[config.mk]
export PLATFORM = sky130hd
export DESIGN_NAME = irq_vector_ctrl
export DESIGN_NICKNAME = d
export VERILOG_FILES = /design/src/rtl/irq_pkg.sv /design/src/rtl/irq_pend_bank.sv /design/src/rtl/irq_lowest_pick.sv /design/src/rtl/irq_gie_unit.sv /design/src/rtl/irq_vector_ctrl.sv
export SDC_FILE = /design/constraint.sdc
export NUM_CORES = 1
export LEC_CHECK = 0
export BUFFER_PORTS_ARGS = -buffer_cell sky130_fd_sc_hd__buf_4
export CORE_UTILIZATION = 24
export DETAILED_ROUTE_END_ITERATION = 8
export MAX_ROUTING_LAYER = met4
export PLACE_DENSITY_LB_ADDON = 0.3
export SLEW_MARGIN = 20
export SYNTH_ARGS = -nofsm -noshare
export SYNTH_HDL_FRONTEND = slang
export SYNTH_SLANG_ARGS = --single-unit
export TNS_END_PERCENT = 10
[constraint.sdc]
create_clock -name clk_i -period 3.85 [get_ports clk_i]
set_clock_uncertainty 0.1 [all_clocks]
set_input_delay 0.385 -clock clk_i [delete_from_list [all_inputs] [get_ports clk_i]]
set_output_delay 0.385 -clock clk_i [all_outputs]
set_load 0.01 [all_outputs]
[src/rtl/irq_pkg.sv]
package irq_pkg;

  // Global flag update request, resolved in priority order
  typedef enum logic [1:0] {
    GIE_KEEP  = 2'd0,
    GIE_CLEAR = 2'd1,
    GIE_SET   = 2'd2
  } gie_op_e;

  function automatic gie_op_e gie_resolve(input logic take, input logic reti,
                                          input logic sw_set, input logic sw_clr);
    gie_op_e op;
    if (take)        op = GIE_CLEAR;
    else if (reti)   op = GIE_SET;
    else if (sw_set) op = GIE_SET;
    else if (sw_clr) op = GIE_CLEAR;
    else             op = GIE_KEEP;
    return op;
  endfunction

endpackage

[src/rtl/irq_pend_bank.sv]
module irq_pend_bank #(
  parameter int NUM_SRC = 21
) (
  input  logic               clk_i,
  input  logic               rst_ni,
  input  logic [NUM_SRC-1:0] req_i,
  input  logic [NUM_SRC-1:0] ack_onehot_i,
  input  logic               en_we_i,
  input  logic [NUM_SRC-1:0] en_wmask_i,
  input  logic [NUM_SRC-1:0] en_wdata_i,
  output logic [NUM_SRC-1:0] pend_o,
  output logic [NUM_SRC-1:0] en_o
);

  for (genvar g = 0; g < NUM_SRC; g++) begin : g_src
    logic pend_q;
    logic en_q;

    // Ack clears first, a request in the same cycle sets again
    always_ff @(posedge clk_i) begin
      if (!rst_ni) pend_q <= 1'b0;
      else         pend_q <= (pend_q & ~ack_onehot_i[g]) | req_i[g];
    end

    always_ff @(posedge clk_i) begin
      if (!rst_ni)                       en_q <= 1'b0;
      else if (en_we_i && en_wmask_i[g]) en_q <= en_wdata_i[g];
    end

    assign pend_o[g] = pend_q;
    assign en_o[g]   = en_q;
  end

endmodule

[src/rtl/irq_lowest_pick.sv]
module irq_lowest_pick #(
  parameter int NUM_SRC = 21,
  localparam int IDX_W  = (NUM_SRC > 1) ? $clog2(NUM_SRC) : 1
) (
  input  logic [NUM_SRC-1:0] cand_i,
  output logic               any_o,
  output logic [IDX_W-1:0]   idx_o,
  output logic [NUM_SRC-1:0] onehot_o
);

  // Thermometer of "some lower source is a candidate"
  logic [NUM_SRC:0] below;
  assign below[0] = 1'b0;

  for (genvar g = 0; g < NUM_SRC; g++) begin : g_chain
    assign below[g+1]  = below[g] | cand_i[g];
    assign onehot_o[g] = cand_i[g] & ~below[g];
  end

  assign any_o = below[NUM_SRC];

  always_comb begin
    idx_o = '0;
    for (int i = 0; i < NUM_SRC; i++) begin
      if (onehot_o[i]) idx_o = IDX_W'(i);
    end
  end

endmodule

[src/rtl/irq_gie_unit.sv]
module irq_gie_unit
  import irq_pkg::*;
(
  input  logic clk_i,
  input  logic rst_ni,
  input  logic take_i,
  input  logic reti_i,
  input  logic sw_set_i,
  input  logic sw_clr_i,
  output logic gie_o
);

  gie_op_e op;
  logic    gie_q;

  assign op = gie_resolve(take_i, reti_i, sw_set_i, sw_clr_i);

  always_ff @(posedge clk_i) begin
    if (!rst_ni) gie_q <= 1'b0;
    else begin
      case (op)
        GIE_SET:   gie_q <= 1'b1;
        GIE_CLEAR: gie_q <= 1'b0;
        default:   gie_q <= gie_q;
      endcase
    end
  end

  assign gie_o = gie_q;

endmodule

[src/rtl/irq_vector_ctrl.sv]
module irq_vector_ctrl #(
  parameter int NUM_SRC    = 21,
  parameter int VEC_STRIDE = 2,
  localparam int IDX_W     = (NUM_SRC > 1) ? $clog2(NUM_SRC) : 1,
  localparam int VEC_W     = $clog2((NUM_SRC - 1) * VEC_STRIDE + 1)
) (
  input  logic               clk_i,
  input  logic               rst_ni,
  input  logic [NUM_SRC-1:0] req_i,
  input  logic               en_we_i,
  input  logic [NUM_SRC-1:0] en_wmask_i,
  input  logic [NUM_SRC-1:0] en_wdata_i,
  input  logic               gie_set_i,
  input  logic               gie_clr_i,
  input  logic               reti_i,
  input  logic               instr_done_i,
  output logic               take_o,
  output logic [VEC_W-1:0]   vector_o,
  output logic [IDX_W-1:0]   src_o,
  output logic               gie_o
);

  logic [NUM_SRC-1:0] pend_q;
  logic [NUM_SRC-1:0] en_q;
  logic [NUM_SRC-1:0] cand;
  logic [NUM_SRC-1:0] win_onehot;
  logic [NUM_SRC-1:0] ack_onehot;
  logic               any_cand;
  logic [IDX_W-1:0]   win_idx;
  logic               take;

  irq_pend_bank #(.NUM_SRC(NUM_SRC)) u_bank (
    .clk_i        (clk_i),
    .rst_ni       (rst_ni),
    .req_i        (req_i),
    .ack_onehot_i (ack_onehot),
    .en_we_i      (en_we_i),
    .en_wmask_i   (en_wmask_i),
    .en_wdata_i   (en_wdata_i),
    .pend_o       (pend_q),
    .en_o         (en_q)
  );

  assign cand = pend_q & en_q;

  irq_lowest_pick #(.NUM_SRC(NUM_SRC)) u_pick (
    .cand_i   (cand),
    .any_o    (any_cand),
    .idx_o    (win_idx),
    .onehot_o (win_onehot)
  );

  assign take       = instr_done_i & gie_o & any_cand;
  assign ack_onehot = take ? win_onehot : '0;

  irq_gie_unit u_gie (
    .clk_i    (clk_i),
    .rst_ni   (rst_ni),
    .take_i   (take),
    .reti_i   (reti_i),
    .sw_set_i (gie_set_i),
    .sw_clr_i (gie_clr_i),
    .gie_o    (gie_o)
  );

  assign take_o   = take;
  assign src_o    = win_idx;
  assign vector_o = VEC_W'(int'(win_idx) * VEC_STRIDE);

endmodule

==> summary.md <==
| Metric | Value |
|---|---|
| Status | `finished, final reports clean` |
| Antenna violations before repair | `0` |
| Cell area after synthesis | `0.00219 mm2` |
| Internal power | `0.749 mW` |
| Commonest register cell after synthesis | `sky130_fd_sc_hd__dfxtp_1` |
| Fraction of registers with async set/reset | `0` |
| Total via count in the routed design | `2243` |
| Cell count after synthesis | `282` |
| Most frequent cells after synthesis | `sky130_fd_sc_hd__nand2_1, sky130_fd_sc_hd__dfxtp_1, sky130_fd_sc_hd__a21boi_0, sky130_fd_sc_hd__nand3_1, sky130_fd_sc_hd__o21ai_0` |
| DIE WIDTH | `97.4 um` |
| Global-route wire length before repair | `9830 um` |
| Post-synthesis to final-layout area growth | `34.4%` |
| Power dissipated by switching net loads | `0.283 mW` |
| Post-synthesis sequential area ratio | `0.394` |
| Hold Vio Cnt, Final | `0` |
| I/O Pins | `83` |
| Fmax achieved | `286 MHz` |
| Max_cap viols | `0` |
| Setup fix buffers added after clock tree synthesis | `0` |
| Slowest-stage cell, CP | `sky130_fd_sc_hd__a222oi_1` |
| Area of the core | `0.00876 mm2` |
| Kind of launch point of the worst setup path | `flip-flop` |
| Total overflow reported by the global router | `0` |
| Net count, final | `423` |
| Type of the worst setup path | `reg2out` |
| Classification of the worst-slack hold path | `in2reg` |
| Worst ir drop on vdd | `144 uV` |
| Residual DRC count | `0` |
| CTS tree | `done` |
| Setup violations, final | `0` |
| Arrival time reported for the critical path endpoint | `3.01 ns` |
| Aggregate negative setup slack | `0 ns` |
| Starting density of the core | `0.249` |
| DR iter-0 viols | `91` |
| Crit-path max cell delay | `0.75 ns` |
| CP delay by family, top | `compound AO/OA/AOI/OAI gates` |
| HPWL after detailed placement | `4700 um` |
| Layout cells sized above 1 | `0.261` |
| RePlAce Congestion | `0.824` |
| Flip-flop and latch count after synthesis | `43` |
| Count of input and output buffers | `81` |
| Largest cells by area after synthesis | `sky130_fd_sc_hd__dfxtp_1, sky130_fd_sc_hd__nand2_1, sky130_fd_sc_hd__a21boi_0, sky130_fd_sc_hd__nand3_1, sky130_fd_sc_hd__o21ai_0` |
| Dpl cells | `453` |
| Aggregate routed wire length | `6020 um` |
| Number of cells in the finished layout apart from fillers | `461` |
| Cell leakage power | `1.24 nW` |
| Data required time of the critical path | `3.37 ns` |
| Antenna fix cells | `0` |
| CP cell instances | `a222oi_1 > nand4_2 > nor3_1 > a21boi_0 > buf_4` |
| Post-CTS sizing | `0` |
| Number of synthesized flops with an enable pin | `0` |
| First-pass DRT Iterations | `4` |
| Pin slew with the least headroom to its limit | `0.819 ns` |
| Category of the worst setup path capture point | `primary output` |
| Number of global-route vias before repair | `2076` |
| Total Die Area | `0.00949 mm2` |
| Number of filler instances in the final layout | `921` |
| Fraction of power spent switching nets | `0.274` |
| Most common cell in the synthesized netlist | `sky130_fd_sc_hd__nand2_1` |
| Drt via density | `4.87` |
| Number of clock sinks | `43` |
| Final critical-path required period | `3.49 ns` |
| Period utilization | `0.907` |
| Standard-cell rows | `34` |
| Number of max-slew violations in the final report | `0` |
| PD cells | `351 mW/mm2` |
| Tot GR Track Use | `0.132` |
| Post-synthesis cell type count | `38` |
| Overall die height | `97.4 um` |
| Number of buffers added by the clock tree synthesis step | `5` |
| Register share of total power | `0.481` |
| Unrepaired setup endpoints after global routing | `no` |
| Area fraction of the dominant cell type after synthesis | `0.394` |
| Clock input transition at the sequential cells of the worst setup and hold paths | `0.08 ns` |
| Clock Tree Buf Depth | `2` |
| Mean Syn Cell Area | `7.75 um2` |
| Worst skew pair latency | `0.29 ns` |
| Synth area leader | `sky130_fd_sc_hd__dfxtp_1` |
| Pin count of the biggest net entering global routing | `44` |
| Wire per inst | `13.1 um` |
| Routed Antenna Nets | `0` |
| Largest driver fanout on the critical path | `8` |
| Register-to-Register Setup Slack | `0.66 ns` |
| Yosys synthesis warning count | `0` |
| CTS Hold Bufs | `0` |
| CTS H-Tree Depth | `2` |
| Clock root buffer | `sky130_fd_sc_hd__clkbuf_8` |
| Bufs and invs on worst path | `1` |
| Clock share of power | `0.302` |
| Combinational share of power | `0.216` |
| Worst relative slew slack | `0.454` |
| Synthesized Nets | `353` |
-- final timing paths --
| path | start | to | depth (start not counted) |
|---|---|---|---|
| worst max-delay path | u_bank.g_src[0].en_q | src_o[4] | 5 |
| worst min-delay path | req_i[1] | u_bank.g_src[1].pend_q | 2 |
| worst max register to register | u_bank.g_src[0].en_q | u_gie.gie_o | 9 |
| worst min register to register | u_bank.g_src[2].en_q | u_bank.g_src[2].en_q | 2 |
-- layout by cell type, fill, tap and decap left out, types with 4 or more instances in the layout --
cell,n
sky130_fd_sc_hd__dfxtp_1,43
sky130_fd_sc_hd__a31oi_1,4
sky130_fd_sc_hd__nand3_1,24
sky130_fd_sc_hd__o21a_1,4
sky130_fd_sc_hd__a21boi_0,24
sky130_fd_sc_hd__a21oi_1,10
sky130_fd_sc_hd__nand2_1,65
sky130_fd_sc_hd__o21ai_0,19
sky130_fd_sc_hd__nor2_1,10
sky130_fd_sc_hd__a41oi_1,9
sky130_fd_sc_hd__a22oi_1,8
sky130_fd_sc_hd__buf_4,81
sky130_fd_sc_hd__clkbuf_8,7
sky130_fd_sc_hd__inv_1,7
-- power by group through the flow --
stage	Combinational (mW)	Clock [mW]	Sequential, mW
global route	0.248	0.343	0.501
finish	0.223	0.312	0.497
floorplan	0.124	0	0.501
CTS	0.225	0.326	0.496
global placement	0.222	0	0.506
detailed placement	0.225	0	0.507
-- logic make-up (layout without fill, tap and decap cells) --
family	Yosys count	count (layout)	synth area share
DFF	43	43	0.394
other	1	1	0.00172
and+or+nand+nor	124	124	0.264
adders and majority gates	1	1	0.00572
buffers and inverters	25	96	0.0538
AOI/OAI and AO/OA	88	88	0.280
-- registers in the layout, indices dropped and copies added, names as in the netlist --
| signal | count |
|---|---|
| u_gie.gie_o | 1 |
| u_bank.g_src.pend_q | 21 |
| u_bank.g_src.en_q | 21 |
-- per-stage QoR --
stage / cell area [um2] / total power [mW] / setup WS (ns) / hold WS [ns] / utilization
after floorplan: 2190 / 0.625 / 1.01 / 0.336 / -
after global placement: 2840 / 0.728 / 0.780 / 0.366 / 0.324
after detailed placement: 2840 / 0.731 / 0.689 / 0.379 / 0.324
after CTS: 2940 / 1.05 / 0.423 / 0.197 / 0.335
after global routing: 2940 / 1.09 / 0.126 / 0.202 / 0.335
final: 2940 / 1.03 / 0.357 / 0.204 / 0.335
-- per-layer routing --
layer,vias to the layer above,track usage,share of wire
li1,1155,-,-
met1,1029,0.167,0.48
met2,53,0.208,0.45
met3,6,0.0338,0.053
met4,0,0.0339,0.010
met5,-,-,0
-- area by class of cell --
type                    instances  area (um2)  share of cell area
clock buffers                   8         100              0.0341
inverters                       7        26.3             0.00894
multi-input cells             214        1210               0.411
flip-flops and latches         43         861               0.293
well taps                     108         135              0.0460
repair buffers                 81         608               0.207
(Power assumes the default switching activity.)
